`src/rtl/async_tx.sv`:
```
module async_tx #(
  parameter int CNT_W = 8
) (
  input  logic       txc,
  input  logic       rst_n,
  input  logic       wr_en,
  input  logic [7:0] wr_data,
  input  logic [7:0] mode,
  input  logic       cmd_txen,
  input  logic       cts_n,
  output logic       txd,
  output logic       tx_rdy,
  output logic       tx_empty
);
  logic             wr_tgl, take_tgl;
  logic [7:0]       hold_q;
  logic             busy, in_stop, txd_q;
  logic [9:0]       shreg;
  logic [3:0]       slots;
  logic [CNT_W-1:0] tick, per_q, stop_q;

  wire hold_full = wr_tgl ^ take_tgl;

  always_ff @(posedge txc or negedge rst_n)
    if (!rst_n) begin
      wr_tgl <= 1'b0;
      hold_q <= '0;
    end else if (wr_en && !hold_full) begin
      wr_tgl <= ~wr_tgl;
      hold_q <= wr_data;
    end

  logic [3:0]       len;
  logic [7:0]       masked;
  logic             par;
  logic [9:0]       after_start;
  logic [CNT_W-1:0] period, stop_ticks;

  assign len    = 4'd5 + {2'b00, mode[3:2]};
  assign masked = hold_q & (8'hFF >> (4'd8 - len));
  assign par    = (^masked) ^ ~mode[5];

  always_comb begin
    after_start = '1;
    for (int i = 0; i < 8; i++)
      if (i < int'(len)) after_start[i] = masked[i];
    if (mode[4]) after_start[len] = par;
  end

  always_comb begin
    case (mode[1:0])
      2'd0:    period = CNT_W'(1);
      2'd1:    period = CNT_W'(16);
      default: period = CNT_W'(64);
    endcase
    case (mode[7:6])
      2'd0:    stop_ticks = period;
      2'd1:    stop_ticks = (mode[1:0] == 2'd0) ? CNT_W'(2) : period + (period >> 1);
      default: stop_ticks = period << 1;
    endcase
  end

  wire start_ok = hold_full && cmd_txen && !cts_n;
  wire can_load = !busy || (in_stop && tick == '0);

  always_ff @(negedge txc or negedge rst_n)
    if (!rst_n) begin
      busy     <= 1'b0;
      in_stop  <= 1'b0;
      txd_q    <= 1'b1;
      shreg    <= '1;
      slots    <= '0;
      tick     <= '0;
      per_q    <= '0;
      stop_q   <= '0;
      take_tgl <= 1'b0;
    end else if (can_load) begin
      if (start_ok) begin
        busy     <= 1'b1;
        in_stop  <= 1'b0;
        txd_q    <= 1'b0;
        shreg    <= after_start;
        slots    <= len + {3'b000, mode[4]};
        tick     <= period - CNT_W'(1);
        per_q    <= period;
        stop_q   <= stop_ticks;
        take_tgl <= ~take_tgl;
      end else begin
        busy    <= 1'b0;
        in_stop <= 1'b0;
        txd_q   <= 1'b1;
      end
    end else if (tick != '0) begin
      tick <= tick - CNT_W'(1);
    end else if (slots != '0) begin
      txd_q <= shreg[0];
      shreg <= {1'b1, shreg[9:1]};
      slots <= slots - 4'd1;
      tick  <= per_q - CNT_W'(1);
    end else begin
      in_stop <= 1'b1;
      txd_q   <= 1'b1;
      tick    <= stop_q - CNT_W'(1);
    end

  assign txd      = txd_q;
  assign tx_rdy   = !hold_full;
  assign tx_empty = !hold_full && !busy;
endmodule

```
`config.mk`:
```
export PLATFORM = sky130hd
export DESIGN_NAME = async_tx
export DESIGN_NICKNAME = d
export VERILOG_FILES = /design/src/rtl/async_tx.sv
export SDC_FILE = /design/constraint.sdc
export NUM_CORES = 1
export LEC_CHECK = 0
export BUFFER_PORTS_ARGS = -buffer_cell sky130_fd_sc_hd__clkbuf_2
export CORE_MARGIN = 3
export CORE_UTILIZATION = 50
export DETAILED_ROUTE_END_ITERATION = 10
export GPL_ROUTABILITY_DRIVEN = 0
export PLACE_DENSITY = 0.76
export SLEW_MARGIN = 20
export SYNTH_ARGS = -nofsm -noshare
export SYNTH_HDL_FRONTEND = slang
export SYNTH_SLANG_ARGS = --single-unit
```
`constraint.sdc`:
```
create_clock -name txc -period 3.5 [get_ports txc]
set_input_delay 0.525 -clock txc [delete_from_list [all_inputs] [get_ports txc]]
set_output_delay 0.525 -clock txc [all_outputs]
set_load 0.05 [all_outputs]
```
## Word level (Yosys, flattened, before mapping)

Cells that the tools add are included.

| word-level totals | value |
|---|---|
| flip-flop bits (word level) | 51 |
| bits in latches | 0 |
| memory bits (writable) | 0 |
| memory bits (read-only) | 0 |
| bits of input ports | 21 |
| word-level logic and storage cells | 97 |
| memories kept | 0 |

| operators by class | value |
|---|---|
| $add $sub $neg | 9 |
| $mul | 0 |
| divide/modulo/power cells | 0 |
| magnitude comparators | 10 |
| eq/ne operators | 5 |
| shift-type cells | 1 |
| muxes and demuxes | 35 |
| bitwise operators | 6 |
| reduce and logical (&&, ||, !) cells | 20 |

Operator list:

| kind | number |
|---|---|
| $mux W10 | 5 |
| $mux W8 | 5 |
| $sub A8 B1 Y8 const B | 4 |
| $mux W1 | 17 |
| $lt A3 B4 Y1 const A | 4 |
| $mux W4 | 4 |
| $pmux W8 S2 | 1 |
| $pmux W7 S2 | 1 |
| $bwmux W10 | 1 |
| $add A8 B7 Y8 | 1 |
| $and A8 B8 Y8 | 1 |
| $logic_not A8 Y1 | 1 |
| $lt A1 B4 Y1 const A | 2 |
| $lt A2 B4 Y1 const A | 2 |
| $reduce_bool A8 Y1 | 1 |
| $reduce_xor A8 Y1 | 1 |
| $shr A8 B4 Y8 const A | 1 |
| $logic_and A1 B1 Y1 | 6 |
| $ne A2 B2 Y1 const B | 3 |
| $lt A4 B5 Y1 const B | 1 |
| $add A3 B2 Y4 const A | 1 |
| $add A4 B1 Y4 | 1 |
| $demux W1 S4 | 1 |
| $eq A2 B1 Y1 const B | 2 |
| other kinds (12) | 19 |

## Logic depth before layout (Yosys ltp)

| depth | value |
|---|---|
| depth after elaboration | 10 |
| gate-level depth with buffers | 13 |
| mapped depth without buffers | 12 |

==> impl_metrics.json <==
{
  "timing.clock.skew_ps": 67.6,
  "cts.sinks": 45,
  "final-setup-viol-count": 10,
  "dominantRegCellSynth": "sky130_fd_sc_hd__dfrtn_1",
  "synthesized_netlist_cell_count": 276,
  "postSynth.asyncResetShare_pct": 100,
  "report.final.hold_viol_count": 0,
  "worst_setup_path_category": "in2reg",
  "worst_ir_drop_vdd_uv": 342,
  "syn-num-nets": 307,
  "grt_antenna_before_repair": 0,
  "yosysTopAreaCellShare_pct": 23.9,
  "dieArea_mm2": 0.00613,
  "synthDistinctLibCells": 56,
  "area_leader_netlist": "sky130_fd_sc_hd__dfrtn_1",
  "pwr_dens_mw_per_mm2": 325,
  "largest_net_degree_at_the_start_of_global_routing": 29,
  "count_of_flip_flops_with_a_built_in_enable_after_synthesis": 0,
  "timing.final.ws_setup_ps": -320,
  "detail_route.iter0.violations": 268,
  "grt.overflow.total": 0,
  "antennaDiodeCount": 0,
  "worstReg2RegEnd": "slots[3]",
  "fp.coreArea_mm2": 0.00488,
  "tightest_slew_ps": 672,
  "max_cap_check_violation_count": 0,
  "synth-seq-cells": 45,
  "cts.htree.levels": 2,
  "cp-start-kind": "input port",
  "count_of_yosys_warnings_during_synthesis": 0,
  "hold_path_class": "in2async",
  "synthesis.area_mm2": 0.00262,
  "setup.reg_to_reg.worst_slack_ps": 60,
  "global_route_wire_length_before_repair_mm": 11.7,
  "cts_buffers": 5,
  "cts_tree": "yes",
  "critical_path_required_time_ps": 2040,
  "power.leakage_nw": 1.52,
  "rows": 25,
  "clk_pin_slew_worst_paths_ps": 90,
  "slew_headroom_pct": 54.8,
  "area_delta_synth_final_pct": 30.0,
  "grt.total_usage_pct": 24.4,
  "dp_hpwl_mm": 4.47,
  "clock_latency_ps": 370,
  "post_drt_wl_per_cell_um": 17.9,
  "fp.dieH_um": 78.3,
  "timing.rr.start": "wr_tgl",
  "layout-drive-gt1-share_pct": 34.2,
  "place.detailed.instances": 381,
  "floorplan.initialDensity_pct": 53.6,
  "rsz0062_at_grt": "yes",
  "ant_nets": 0,
  "max_slew_vio_count": 0,
  "post_synth_most_frequent_cells": "sky130_fd_sc_hd__nand2_1 (40), sky130_fd_sc_hd__nor2_1 (28), sky130_fd_sc_hd__dfrtn_1 (25)",
  "drt_pre_antenna_iters": 6,
  "max-clock-path-buffers": 2,
  "post-route-cell-area_mm2": 0.00340,
  "cts.root.buffer_cell": "sky130_fd_sc_hd__clkbuf_8",
  "cp-end-kind": "register",
  "via_count_of_the_first_global_routing_pass": 2444,
  "worst-r2r-cell-count": 7,
  "post-route-drc-count": 0,
  "synth_most_common_cell": "sky130_fd_sc_hd__nand2_1",
  "io_buffers": 23,
  "avgSynthCellArea_um2": 9.47,
  "leading_cell_types_by_total_area_after_synthesis": "sky130_fd_sc_hd__dfrtn_1 (24%), sky130_fd_sc_hd__dfstp_2 (11%), sky130_fd_sc_hd__dfrtp_1 (8.6%)",
  "outcome": "finished, violations left",
  "io-pin-count": 24,
  "violations": "setup timing",
  "chipWidth_um": 78.3,
  "critical_path_arrival_ps": 2360,
  "synth_sequential_area_ratio_pct": 43.6,
  "placement.cell_area_mm2": 0.00302,
  "maximum_net_fanout_on_the_critical_path": 5,
  "postRouteWirelength_mm": 7.34,
  "route.detailed.vias_per_inst": 5.92,
  "final-instance-count-excl-fill": 409,
  "nNetsFinal": 372,
  "routed-via-count": 2423
}
[cell type report]
class	count	area, um2
Clock buffer	6	82.6
Clock inverter	13	80.1
Fill cell	337	1480
Inverter	12	55.1
Multi-Input combinational cell	208	1490
Sequential cell	45	1140
Tap cell	67	83.8
Timing Repair Buffer	58	468
[layout by cell type (no fill, tap or decap), types with 10 or more instances in the layout]
cell type                  instances
sky130_fd_sc_hd__a21oi_1          18
sky130_fd_sc_hd__mux2_2           12
sky130_fd_sc_hd__o21ai_1          10
sky130_fd_sc_hd__dfrtn_1          25
sky130_fd_sc_hd__nor2_1           25
sky130_fd_sc_hd__clkbuf_2         19
sky130_fd_sc_hd__inv_1            19
sky130_fd_sc_hd__nand2_1          38
sky130_fd_sc_hd__buf_4            32
sky130_fd_sc_hd__dfstp_2          11
[power by group]
group / total, W / internal [W] / switching [W]
Sequential: 0.000522 / 0.000522 / 0
Combinational: 0.0000954 / 0.0000461 / 0.0000493
Clock: 0.000486 / 0.000252 / 0.000234
Total: 0.00110 / 0.000820 / 0.000283
[worst max-delay path, stage by stage]
cell and delay, ps:
sky130_fd_sc_hd__clkbuf_16 130, sky130_fd_sc_hd__ha_1 240, sky130_fd_sc_hd__xnor2_2 170, sky130_fd_sc_hd__o21ai_2 180
sky130_fd_sc_hd__xnor3_1 480, sky130_fd_sc_hd__xnor2_2 290, sky130_fd_sc_hd__o221ai_1 150, sky130_fd_sc_hd__a31oi_1 190
[registers in the layout, summed over array words and instances, names as in the netlist, 3 cells and up]
register  cells
shreg        10
hold_q        8
tick          8
stop_q        7
slots         4
per_q         3
[through the flow]
step / hold slack, ps / total power [W] / utilization [%] / worst slack (ps) / TNS, ps
after global placement: 426 / 0.000623 / 61.8 / -559 / -3420
final: 279 / 0.00110 / 69.6 / -320 / -1730
after CTS: 281 / 0.00109 / 68.2 / -294 / -1530
after global routing: 298 / 0.00115 / 69.6 / -385 / -2330
after detailed placement: 448 / 0.000625 / 61.8 / -706 / -4530
after floorplan: 229 / 0.000579 / - / -338 / -1530
[routing by layer]
metal / vias to the layer above / track usage [%] / share of wire, %
met5: - / 0 / 0
met4: 0 / 8.74 / 3.0
met3: 28 / 5.16 / 6.9
met2: 118 / 40.6 / 49
met1: 1163 / 31.4 / 41
li1: 1114 / - / -
[worst max path at each step]
stage / to / startpoint / cells past startpoint
after floorplan: shreg[6] / mode[2] / 8
after global placement: shreg[6] / mode[3] / 9
after detailed placement: shreg[6] / mode[2] / 9
after CTS: shreg[6] / mode[2] / 9
after global routing: shreg[8] / mode[2] / 8
final: shreg[6] / mode[2] / 8
[logic make-up after synthesis]
logic type | Yosys count | synth area share (%)
adders and majority gates | 10 | 5.07
buffers and inverters | 23 | 3.88
AOI/OAI and AO/OA | 65 | 17.2
and+or+nand+nor | 104 | 18.5
muxes | 16 | 6.89
DFF | 45 | 43.6
xor gates and xnor gates | 13 | 4.88
[what timing repair did]
| action | 4_1_cts | 5_1_grt |
|---|---|---|
| endpoints found under the setup margin | 7 | 37 |
| gates cloned | 0 | 0 |
| gates resized for setup | 18 | 12 |
| buffers inserted | 8 | 2 |
| hold buffers | 0 | 0 |
| pin swaps | 11 | 6 |
Power figures use the tool's default switching activity.
